==> config.mk <==
export PLATFORM = sky130hd
export DESIGN_NAME = gpio_dual_bank
export DESIGN_NICKNAME = d
export VERILOG_FILES = /design/src/rtl/gpio_dual_pkg.sv /design/src/rtl/gpio_sync.sv /design/src/rtl/gpio_bank_regs.sv /design/src/rtl/gpio_shared_regs.sv /design/src/rtl/gpio_pin_arb.sv /design/src/rtl/gpio_dual_bank.sv
export SDC_FILE = /design/constraint.sdc
export NUM_CORES = 1
export LEC_CHECK = 0
export ABC_AREA = 0
export CAP_MARGIN = 20
export CORE_MARGIN = 3
export CORE_UTILIZATION = 51
export CTS_CLUSTER_DIAMETER = 120
export DETAILED_ROUTE_END_ITERATION = 8
export PLACE_DENSITY = 0.82
export SLEW_MARGIN = 20
export SYNTH_ARGS = -nofsm -noshare
export SYNTH_HDL_FRONTEND = slang
export SYNTH_SLANG_ARGS = --single-unit
==> constraint.sdc <==
create_clock -name clk -period 3.3 [get_ports clk]
set_clock_uncertainty 0.05 [all_clocks]
set_input_delay 0.99 -clock clk [delete_from_list [all_inputs] [get_ports clk]]
set_output_delay 0.99 -clock clk [all_outputs]
set_load 0.02 [all_outputs]
==> src/rtl/gpio_dual_pkg.sv <==
package gpio_dual_pkg;
  // Word index of each register within a port's window.
  typedef enum logic [3:0] {
    RI_OUT  = 4'd0,
    RI_DIR  = 4'd1,
    RI_IN   = 4'd2,
    RI_LVL  = 4'd3,
    RI_FLAG = 4'd4,
    RI_IEN  = 4'd5,
    RI_MIR  = 4'd6,
    RI_OWN  = 4'd7,
    RI_MASK = 4'd8
  } reg_idx_e;

  localparam int unsigned PORT_COUNT = 2;
  localparam int unsigned PORT_PRI   = 0;
  localparam int unsigned PORT_SEC   = 1;
endpackage

==> src/rtl/gpio_sync.sv <==
module gpio_sync #(
  parameter int W      = 24,
  parameter int STAGES = 2
) (
  input  logic         clk,
  input  logic         rst_n,
  input  logic [W-1:0] d,
  output logic [W-1:0] q
);
  logic [STAGES-1:0][W-1:0] st;

  generate
    for (genvar i = 0; i < STAGES; i++) begin : g_stage
      if (i == 0) begin : g_first
        always_ff @(posedge clk or negedge rst_n) begin
          if (!rst_n) st[i] <= '0;
          else        st[i] <= d;
        end
      end else begin : g_next
        always_ff @(posedge clk or negedge rst_n) begin
          if (!rst_n) st[i] <= '0;
          else        st[i] <= st[i-1];
        end
      end
    end
  endgenerate

  assign q = st[STAGES-1];
endmodule

==> src/rtl/gpio_bank_regs.sv <==
module gpio_bank_regs
  import gpio_dual_pkg::*;
#(
  parameter int NPINS = 24,
  parameter int DW    = 32,
  parameter int RIW   = 4
) (
  input  logic             clk,
  input  logic             rst_n,
  input  logic             sel,
  input  logic             wr,
  input  logic [RIW-1:0]   addr,
  input  logic [DW-1:0]    wdata,
  input  logic [NPINS-1:0] pin_sync,
  input  logic [NPINS-1:0] mirror,
  input  logic [NPINS-1:0] owner,
  input  logic [NPINS-1:0] mask,
  output logic [DW-1:0]    rdata,
  output logic [NPINS-1:0] out_q,
  output logic [NPINS-1:0] dir_q,
  output logic [NPINS-1:0] lvl_q,
  output logic [NPINS-1:0] flag_q,
  output logic [NPINS-1:0] ien_q,
  output logic             own_wr,
  output logic             mask_wr
);
  localparam int PADW = DW - NPINS;

  // Bits whose synchronized input matches the programmed level.
  function automatic logic [NPINS-1:0] level_match(input logic [NPINS-1:0] pins,
                                                   input logic [NPINS-1:0] lvl);
    return ~(pins ^ lvl);
  endfunction

  // Sticky flag: clear on write-1, set wins over clear.
  function automatic logic [NPINS-1:0] flag_next(input logic [NPINS-1:0] cur,
                                                 input logic [NPINS-1:0] clr,
                                                 input logic [NPINS-1:0] set);
    return (cur & ~clr) | set;
  endfunction

  logic             wr_en;
  logic [NPINS-1:0] wbits;
  logic [NPINS-1:0] hit;
  logic [NPINS-1:0] clr;
  logic             unused_wdata_hi;

  assign wr_en           = sel & wr;
  assign wbits           = wdata[NPINS-1:0];
  assign unused_wdata_hi = ^wdata[DW-1:NPINS];
  assign hit             = level_match(pin_sync, lvl_q);
  assign clr             = (wr_en && addr == RIW'(RI_FLAG)) ? wbits : '0;
  assign own_wr          = wr_en && addr == RIW'(RI_OWN);
  assign mask_wr         = wr_en && addr == RIW'(RI_MASK);

  always_ff @(posedge clk or negedge rst_n) begin
    if (!rst_n) begin
      out_q  <= '0;
      dir_q  <= '0;
      lvl_q  <= '0;
      ien_q  <= '0;
      flag_q <= '0;
    end else begin
      if (wr_en && addr == RIW'(RI_OUT)) out_q <= wbits;
      if (wr_en && addr == RIW'(RI_DIR)) dir_q <= wbits;
      if (wr_en && addr == RIW'(RI_LVL)) lvl_q <= wbits;
      if (wr_en && addr == RIW'(RI_IEN)) ien_q <= wbits;
      flag_q <= flag_next(flag_q, clr, hit);
    end
  end

  always_comb begin
    rdata = '0;
    case (addr)
      RIW'(RI_OUT):  rdata = {{PADW{1'b0}}, out_q};
      RIW'(RI_DIR):  rdata = {{PADW{1'b0}}, dir_q};
      RIW'(RI_IN):   rdata = {{PADW{1'b0}}, pin_sync};
      RIW'(RI_LVL):  rdata = {{PADW{1'b0}}, lvl_q};
      RIW'(RI_FLAG): rdata = {{PADW{1'b0}}, flag_q};
      RIW'(RI_IEN):  rdata = {{PADW{1'b0}}, ien_q};
      RIW'(RI_MIR):  rdata = {{PADW{1'b0}}, mirror};
      RIW'(RI_OWN):  rdata = {{PADW{1'b0}}, owner};
      RIW'(RI_MASK): rdata = {{PADW{1'b0}}, mask};
      default:       rdata = '0;
    endcase
  end
endmodule

==> src/rtl/gpio_shared_regs.sv <==
module gpio_shared_regs #(
  parameter int NPINS       = 24,
  parameter int SYNC_STAGES = 2
) (
  input  logic             clk,
  input  logic             rst_n,
  input  logic             pri_own_wr,
  input  logic             pri_mask_wr,
  input  logic [NPINS-1:0] pri_wbits,
  input  logic             sec_mask_wr,
  input  logic [NPINS-1:0] sec_wbits,
  input  logic [NPINS-1:0] pin_sync,
  output logic [NPINS-1:0] owner_q,
  output logic [NPINS-1:0] mask_q,
  output logic [NPINS-1:0] mirror_q,
  output logic             cap_done
);
  localparam int WARM_W = $clog2(SYNC_STAGES + 1);
  localparam logic [WARM_W-1:0] WARM_END = WARM_W'(SYNC_STAGES);

  logic [WARM_W-1:0] warm;

  always_ff @(posedge clk or negedge rst_n) begin
    if (!rst_n) begin
      owner_q <= '0;
      mask_q  <= '1;
    end else begin
      if (pri_own_wr) owner_q <= pri_wbits;
      if (pri_mask_wr)      mask_q <= pri_wbits;
      else if (sec_mask_wr) mask_q <= sec_wbits;
    end
  end

  // Snapshot once the synchronizer has filled with post-reset samples.
  always_ff @(posedge clk or negedge rst_n) begin
    if (!rst_n) begin
      warm     <= '0;
      cap_done <= 1'b0;
      mirror_q <= '0;
    end else if (!cap_done) begin
      if (warm == WARM_END) begin
        mirror_q <= pin_sync;
        cap_done <= 1'b1;
      end else begin
        warm <= warm + 1'b1;
      end
    end
  end
endmodule

==> src/rtl/gpio_pin_arb.sv <==
module gpio_pin_arb #(
  parameter int NPINS = 24
) (
  input  logic [NPINS-1:0] owner,
  input  logic [NPINS-1:0] mask,
  input  logic [NPINS-1:0] out_p,
  input  logic [NPINS-1:0] out_s,
  input  logic [NPINS-1:0] dir_p,
  input  logic [NPINS-1:0] dir_s,
  input  logic [NPINS-1:0] flag_p,
  input  logic [NPINS-1:0] flag_s,
  input  logic [NPINS-1:0] ien_p,
  input  logic [NPINS-1:0] ien_s,
  output logic [NPINS-1:0] pad_out,
  output logic [NPINS-1:0] pad_oe,
  output logic [NPINS-1:0] pend_p,
  output logic [NPINS-1:0] pend_s,
  output logic             irq_p,
  output logic             irq_s
);
  // Per-bit select: 1 takes the secondary value.
  function automatic logic [NPINS-1:0] pick(input logic [NPINS-1:0] s,
                                            input logic [NPINS-1:0] a,
                                            input logic [NPINS-1:0] b);
    return (a & ~s) | (b & s);
  endfunction

  assign pad_out = pick(owner, out_p, out_s);
  assign pad_oe  = pick(owner, dir_p, dir_s) & mask;
  assign pend_p  = flag_p & ien_p & ~owner;
  assign pend_s  = flag_s & ien_s & owner;
  assign irq_p   = |pend_p;
  assign irq_s   = |pend_s;
endmodule

==> src/rtl/gpio_dual_bank.sv <==
module gpio_dual_bank
  import gpio_dual_pkg::*;
#(
  parameter int NPINS       = 24,
  parameter int DW          = 32,
  parameter int RIW         = 4,
  parameter int SYNC_STAGES = 2
) (
  input  logic             clk,
  input  logic             rst_n,
  input  logic             p_sel,
  input  logic             p_wr,
  input  logic [RIW-1:0]   p_addr,
  input  logic [DW-1:0]    p_wdata,
  output logic [DW-1:0]    p_rdata,
  input  logic             s_sel,
  input  logic             s_wr,
  input  logic [RIW-1:0]   s_addr,
  input  logic [DW-1:0]    s_wdata,
  output logic [DW-1:0]    s_rdata,
  input  logic [NPINS-1:0] pad_in,
  output logic [NPINS-1:0] pad_out,
  output logic [NPINS-1:0] pad_oe,
  output logic             irq_pri,
  output logic             irq_sec
);
  logic [PORT_COUNT-1:0]            b_sel, b_wr, own_wr, mask_wr;
  logic [PORT_COUNT-1:0][RIW-1:0]   b_addr;
  logic [PORT_COUNT-1:0][DW-1:0]    b_wdata, b_rdata;
  logic [PORT_COUNT-1:0][NPINS-1:0] out_q, dir_q, lvl_q, flag_q, ien_q;
  logic [NPINS-1:0] pin_sync, owner_q, mask_q, mirror_q, pend_p, pend_s;
  logic             cap_done;
  logic             unused_sec_own_wr;

  assign b_sel[PORT_PRI]   = p_sel;
  assign b_wr[PORT_PRI]    = p_wr;
  assign b_addr[PORT_PRI]  = p_addr;
  assign b_wdata[PORT_PRI] = p_wdata;
  assign b_sel[PORT_SEC]   = s_sel;
  assign b_wr[PORT_SEC]    = s_wr;
  assign b_addr[PORT_SEC]  = s_addr;
  assign b_wdata[PORT_SEC] = s_wdata;
  assign p_rdata           = b_rdata[PORT_PRI];
  assign s_rdata           = b_rdata[PORT_SEC];
  // The secondary port has no path into the owner register.
  assign unused_sec_own_wr = own_wr[PORT_SEC];

  gpio_sync #(.W(NPINS), .STAGES(SYNC_STAGES)) u_sync (
    .clk(clk), .rst_n(rst_n), .d(pad_in), .q(pin_sync)
  );

  generate
    for (genvar b = 0; b < PORT_COUNT; b++) begin : g_bank
      gpio_bank_regs #(.NPINS(NPINS), .DW(DW), .RIW(RIW)) u_bank (
        .clk(clk), .rst_n(rst_n),
        .sel(b_sel[b]), .wr(b_wr[b]), .addr(b_addr[b]), .wdata(b_wdata[b]),
        .pin_sync(pin_sync), .mirror(mirror_q), .owner(owner_q), .mask(mask_q),
        .rdata(b_rdata[b]),
        .out_q(out_q[b]), .dir_q(dir_q[b]), .lvl_q(lvl_q[b]),
        .flag_q(flag_q[b]), .ien_q(ien_q[b]),
        .own_wr(own_wr[b]), .mask_wr(mask_wr[b])
      );
    end
  endgenerate

  gpio_shared_regs #(.NPINS(NPINS), .SYNC_STAGES(SYNC_STAGES)) u_shared (
    .clk(clk), .rst_n(rst_n),
    .pri_own_wr(own_wr[PORT_PRI]), .pri_mask_wr(mask_wr[PORT_PRI]),
    .pri_wbits(p_wdata[NPINS-1:0]),
    .sec_mask_wr(mask_wr[PORT_SEC]), .sec_wbits(s_wdata[NPINS-1:0]),
    .pin_sync(pin_sync),
    .owner_q(owner_q), .mask_q(mask_q), .mirror_q(mirror_q), .cap_done(cap_done)
  );

  gpio_pin_arb #(.NPINS(NPINS)) u_arb (
    .owner(owner_q), .mask(mask_q),
    .out_p(out_q[PORT_PRI]),   .out_s(out_q[PORT_SEC]),
    .dir_p(dir_q[PORT_PRI]),   .dir_s(dir_q[PORT_SEC]),
    .flag_p(flag_q[PORT_PRI]), .flag_s(flag_q[PORT_SEC]),
    .ien_p(ien_q[PORT_PRI]),   .ien_s(ien_q[PORT_SEC]),
    .pad_out(pad_out), .pad_oe(pad_oe),
    .pend_p(pend_p), .pend_s(pend_s),
    .irq_p(irq_pri), .irq_s(irq_sec)
  );
endmodule

### After elaboration in Yosys (flattened, before gate mapping)

Cells that the tools add are included.
W data, S select, Z words.

* bits in registers: 363
* input port bits: 102
* output and inout bits: 114
* logic and storage cells: 89

* add/sub/neg operators: 1
* eq/ne operators: 17
* multiplexer cells: 8
* bitwise logic cells: 26
* reductions and logical operators: 20

Operator list (count)
* $pmux W24 S9: 2
* $and A24 B24 Y24: 11
* $not A24 Y24: 5
* $mux W24: 4
* $or A24 B24 Y24: 4
* $reduce_or A24 Y1: 2
* $xor A24 B24 Y24: 2
* $eq A4 B3 Y1 const B: 8
* $eq A4 B2 Y1 const B: 4
* $logic_and A1 B1 Y1: 13
* $eq A4 B1 Y1 const B: 2
* $eq A4 B4 Y1 const B: 2
* $logic_not A4 Y1: 2
* $reduce_and A2 Y1: 2
* $add A2 B1 Y2 const B: 1
* $and A1 B1 Y1: 2
* $eq A2 B2 Y1 const B: 1
* $mux W1: 2
* $not A1 Y1: 2
* $reduce_bool A2 Y1: 1

### Longest topological paths before layout

* depth after elaboration: 6
* mapped depth: 8
* depth with buffers taken out: 5

### By module

Synthesis repeated with hierarchy kept, for this count alone.

* cells, all modules: 1568
* area, all modules: 18879.4 µm²

Modules (own cells, without submodules)
* gpio_bank_regs at g_bank[1].u_bank: times used 1, cells each 548, area each 6597.6 µm², sequential area each 3002.9 µm²
* gpio_bank_regs at g_bank[0].u_bank: times used 1, cells each 567, area each 6585.1 µm², sequential area each 3002.9 µm²
* gpio_shared_regs: times used 1, cells each 216, area each 3148.0 µm², sequential area each 1906.8 µm²
* gpio_sync: times used 1, cells each 72, area each 1381.3 µm², sequential area each 1201.2 µm²
* gpio_pin_arb: times used 1, cells each 165, area each 1167.4 µm², sequential area each 0.0 µm²

### Worst setup path after synthesis

Ideal clock, no wire load.

* kind: input-to-output
* start: input p_addr[3]
* end: output p_rdata[21]
* data arrival time: 2549 ps
* setup slack: -289 ps
* cell stages on the path: 7
* path buffers: 3
* path through: buf_4 -> buf_1 -> or3b_2 -> clkbuf_1 -> o22ai_1 -> a21oi_1 -> a31oi_1

* longest elaborated chain between the ends: 2
* elaborated cells between the ends (all ways): 10

RTL lines
* start: declaration: line gpio_dual_bank.sv:13 `input logic [RIW-1:0] p_addr,`
* $eq A4 B4 Y1, or another cell as far along: line gpio_bank_regs.sv:74 `case (addr)`
* $pmux W24 S9 (*): line gpio_bank_regs.sv:74
* end: declaration: line gpio_dual_bank.sv:15 `output logic [DW-1:0] p_rdata,`

Every way passes the cells marked *; elsewhere a longest branch is shown, timed or not.

### Final worst setup path

* start: input p_addr[1]
* end: output p_rdata[17]

The elaborated chain is that of the path after synthesis.

==> key figures <==
Run status
  • Status: finished with violations
  • Failing checks: negative setup slack

Finish
  • Share of layout cells above drive strength 1: 0.458
  • Fin area: approximately 0.025 mm2
  • Multi-input logic area: 0.00935 mm2
  • Final #Nets: between 1500 and 2000
  • Layout Cells excl Fill: between 2000 and 2500
  • Area Overhead vs Synth: 40.4%
  • ANT cells: 0
  • Final Core Density: 0.727
  • Fillers: 2020
  • Storage element area: 0.00911 mm2

Critical path
  • Buf/Inv on CP: 4
  • R2R setup slack: 1.28 ns
  • R2R cell count: 5
  • Worst setup SP type: primary input
  • Critical Path RT: 2.26 ns
  • CP max stage delay: 0.31 ns
  • Largest delay share family, worst path: buffers and inverters
  • Critical path, cell by cell: buf_12 -> buf_12 -> and4b_2 -> buf_6 -> a22o_1 -> a221oi_2 -> nand4_1 -> buf_6
  • CP endpoint kind: primary output
  • FF-to-FF Start: u_shared.warm[0]$_DFFE_PN0P_
  • Reg2reg end: u_shared.mirror_q[5]$_DFFE_PN0P_
  • Slowest-stage cell, CP: and4b_2
  • CP arrival: 2.57 ns
  • Kind of critical path: in -> out
  • Critical path depth in cells: 8
  • CP max FO: 7

Min path
  • Min-Delay Path Class: reg -> reg
  • Worst Hold Launch: u_sync.st[20]$_DFF_PN0_
  • Sink of the worst hold path: u_sync.q[20]$_DFF_PN0_
  • Worst hold stages: 0

Logic synthesis
  • Cells after synthesis: roughly 1500
  • Most frequent cell after synthesis: dfrtp_1
  • Synth Area per Inst: between 10 and 15 um2
  • Main area contributors after synthesis: dfrtp_1, mux2_2, dfstp_2
  • Synth warn: 0
  • EDFF count, synth: 0
  • Post-synth top flop: dfrtp_1
  • Cell taking the most area after synthesis: dfrtp_1
  • Top post-synthesis cells by count: dfrtp_1, mux2_2, nand2_1
  • #FFs+latches synth: 363
  • Netlist cell types: 49
  • Sequential share of the synthesized area: 0.508
  • Synthesized cell area: between 0.015 and 0.02 mm2
  • Async SR Flop Fraction: 1.00
  • Share of the synthesized area in the top cell type: 0.473

Global routing
  • Global-route wire length before repair: slightly above 100000 um
  • Total GRT Usage: 0.359
  • Largest net degree at the start of global routing: 73
  • Vias in the first global route: ~16000
  • GRT overflow: 0
  • Antenna violations before repair: 3

Die
  • Placement Rows: just under 70
  • Die Y: 194 um
  • DIE AREA: 0.0375 mm2
  • # IOs: 216
  • Core area: 0.0346 mm2
  • Die width: 194 um
  • Initial Utilization: 0.518

Drt
  • 1st-pass router iterations: 6
  • DR vias/cell: 6.84
  • Drt drc: 0
  • DR vias: 16100
  • ANT nets after route: 0
  • Post-Route WL: 72000 um
  • Drt initial violations: between 1500 and 2000
  • DR WL/cell: around 31 um

Place
  • Place WS: -1.17 ns
  • IO Port Bufs: ~180
  • Post-DP HPWL: 43900 um
  • RePlAce Congestion: 0.976
  • Post-Place Cells: approximately 2200
  • Placed instance area: 0.0220 mm2

CTS
  • CTS tree: yes
  • Root Buffer: clkbuf_16
  • CTS Buf Count: 40
  • Worst-path clk slew: 0.06 ns
  • Maximum clock path buffer count: 3
  • H-tree Lvls: 2
  • CTS Sinks: approximately 360
  • Clk Latency, worst-skew pair: 0.56 ns

STA
  • Period utilisation layout: 1.09
  • RSZ-0062 raised after global routing: yes
  • Post-route setup slack: -0.312 ns
  • Slew Limit Headroom: 0.523
  • Final Slew Violations: 0
  • Worst slew pin tran: approximately 0.71 ns
  • F_max: 277 MHz
  • Clock period minus worst slack: 3.61 ns
  • Setup TNS: -8.88 ns
  • Hold Violations, Final: 0
  • Setup-failing EPs final: 49

Pwr
  • Power Dens Cells: 569 mW/mm2
  • Leakage: 10.5 nW
  • VDD IR max: around 440 uV

Run
  • Max Cap Violations: 0
cell type report:
| cell class | instances | share of cell area |
|---|---|---|
| Clock inverter | 17 | 0.00934 |
| Timing Repair Buffer | 437 | 0.188 |
| Clock buffer | 57 | 0.0475 |
| Tap cell | 455 | 0.0226 |
| Inverter | 1 | 0.000149 |
| Sequential cell | 363 | 0.362 |
| Multi-Input combinational cell | 1016 | 0.371 |
state kept, by name (all words and copies together), names as in the netlist:
signal and flops:
g_bank.u_bank.dir_q 48, g_bank.u_bank.lvl_q 48, u_shared.cap_done 1, g_bank.u_bank.ien_q 48
u_shared.owner_q 24, u_sync.q 24, g_bank.u_bank.out_q 48, u_shared.mask_q 24
g_bank.u_bank.flag_q 48, u_shared.warm 2, u_shared.mirror_q 24, u_sync.st 24
through the flow:
stage	total power (W)	hold slack [ns]
6_report	0.0143	0.297
5_1_grt	0.0147	0.304
4_1_cts	0.0140	0.297
3_5_place_dp	0.00896	0.285
3_3_place_gp	0.00886	0.283
2_1_floorplan	0.00748	0.281
layout by cell type, fill, tap and decap left out, drive strengths merged, types with 48 or more instances in the layout:
master         instances
a22oi                 74
xnor2                 49
a31oi                 50
mux2i                 53
buf                  311
clkdlybuf4s50        124
nand2                154
dfrtp                339
clkbuf                59
mux2                 294
a21o                  48
per-layer routing:
layer | GRT usage | wire length [um] | up-vias
met1 | 0.462 | 25300 | 7987
met2 | 0.557 | 31700 | 1377
met3 | 0.0883 | 9160 | 432
li1 | - | - | 6251
met5 | 0 | 39 | -
met4 | 0.206 | 5790 | 6
worst max-delay path by stage:
stage	endpoint	from	slack, ns
6_report	p_rdata[17]	p_addr[1]	-0.31
5_1_grt	s_rdata[23]	s_addr[0]	-0.33
4_1_cts	p_rdata[19]	p_addr[3]	-0.26
3_5_place_dp	s_rdata[13]	s_addr[2]	-1.17
3_3_place_gp	s_rdata[13]	s_addr[2]	-1.17
2_1_floorplan	s_rdata[14]	s_addr[0]	-0.04
logic make-up (layout without fill, tap and decap cells):
logic type,Yosys count,in the layout,synth area share
mux,347,347,0.214
simple gates,301,301,0.0897
xor+xnor,49,49,0.0239
fa+ha+maj,1,1,0.000697
other cells,1,16,0.000209
buf+inv,133,512,0.0398
flops,363,363,0.508
compound gates,302,302,0.123
what timing repair did:
action	in CTS	in global routing
hold buffers	0	0
cloned	6	1
pin swaps	97	63
endpoints found under the setup margin	50	50
buffers inserted	41	29
resized for setup	484	78
power by group:
part,internal (W),total [W],leakage [nW],switching [W]
registers,0.00516,0.00591,4.30,0.000747
clock network,0.00293,0.00486,0.695,0.00193
logic,0.00180,0.00356,5.47,0.00176
Power figures use the tool's default switching activity.
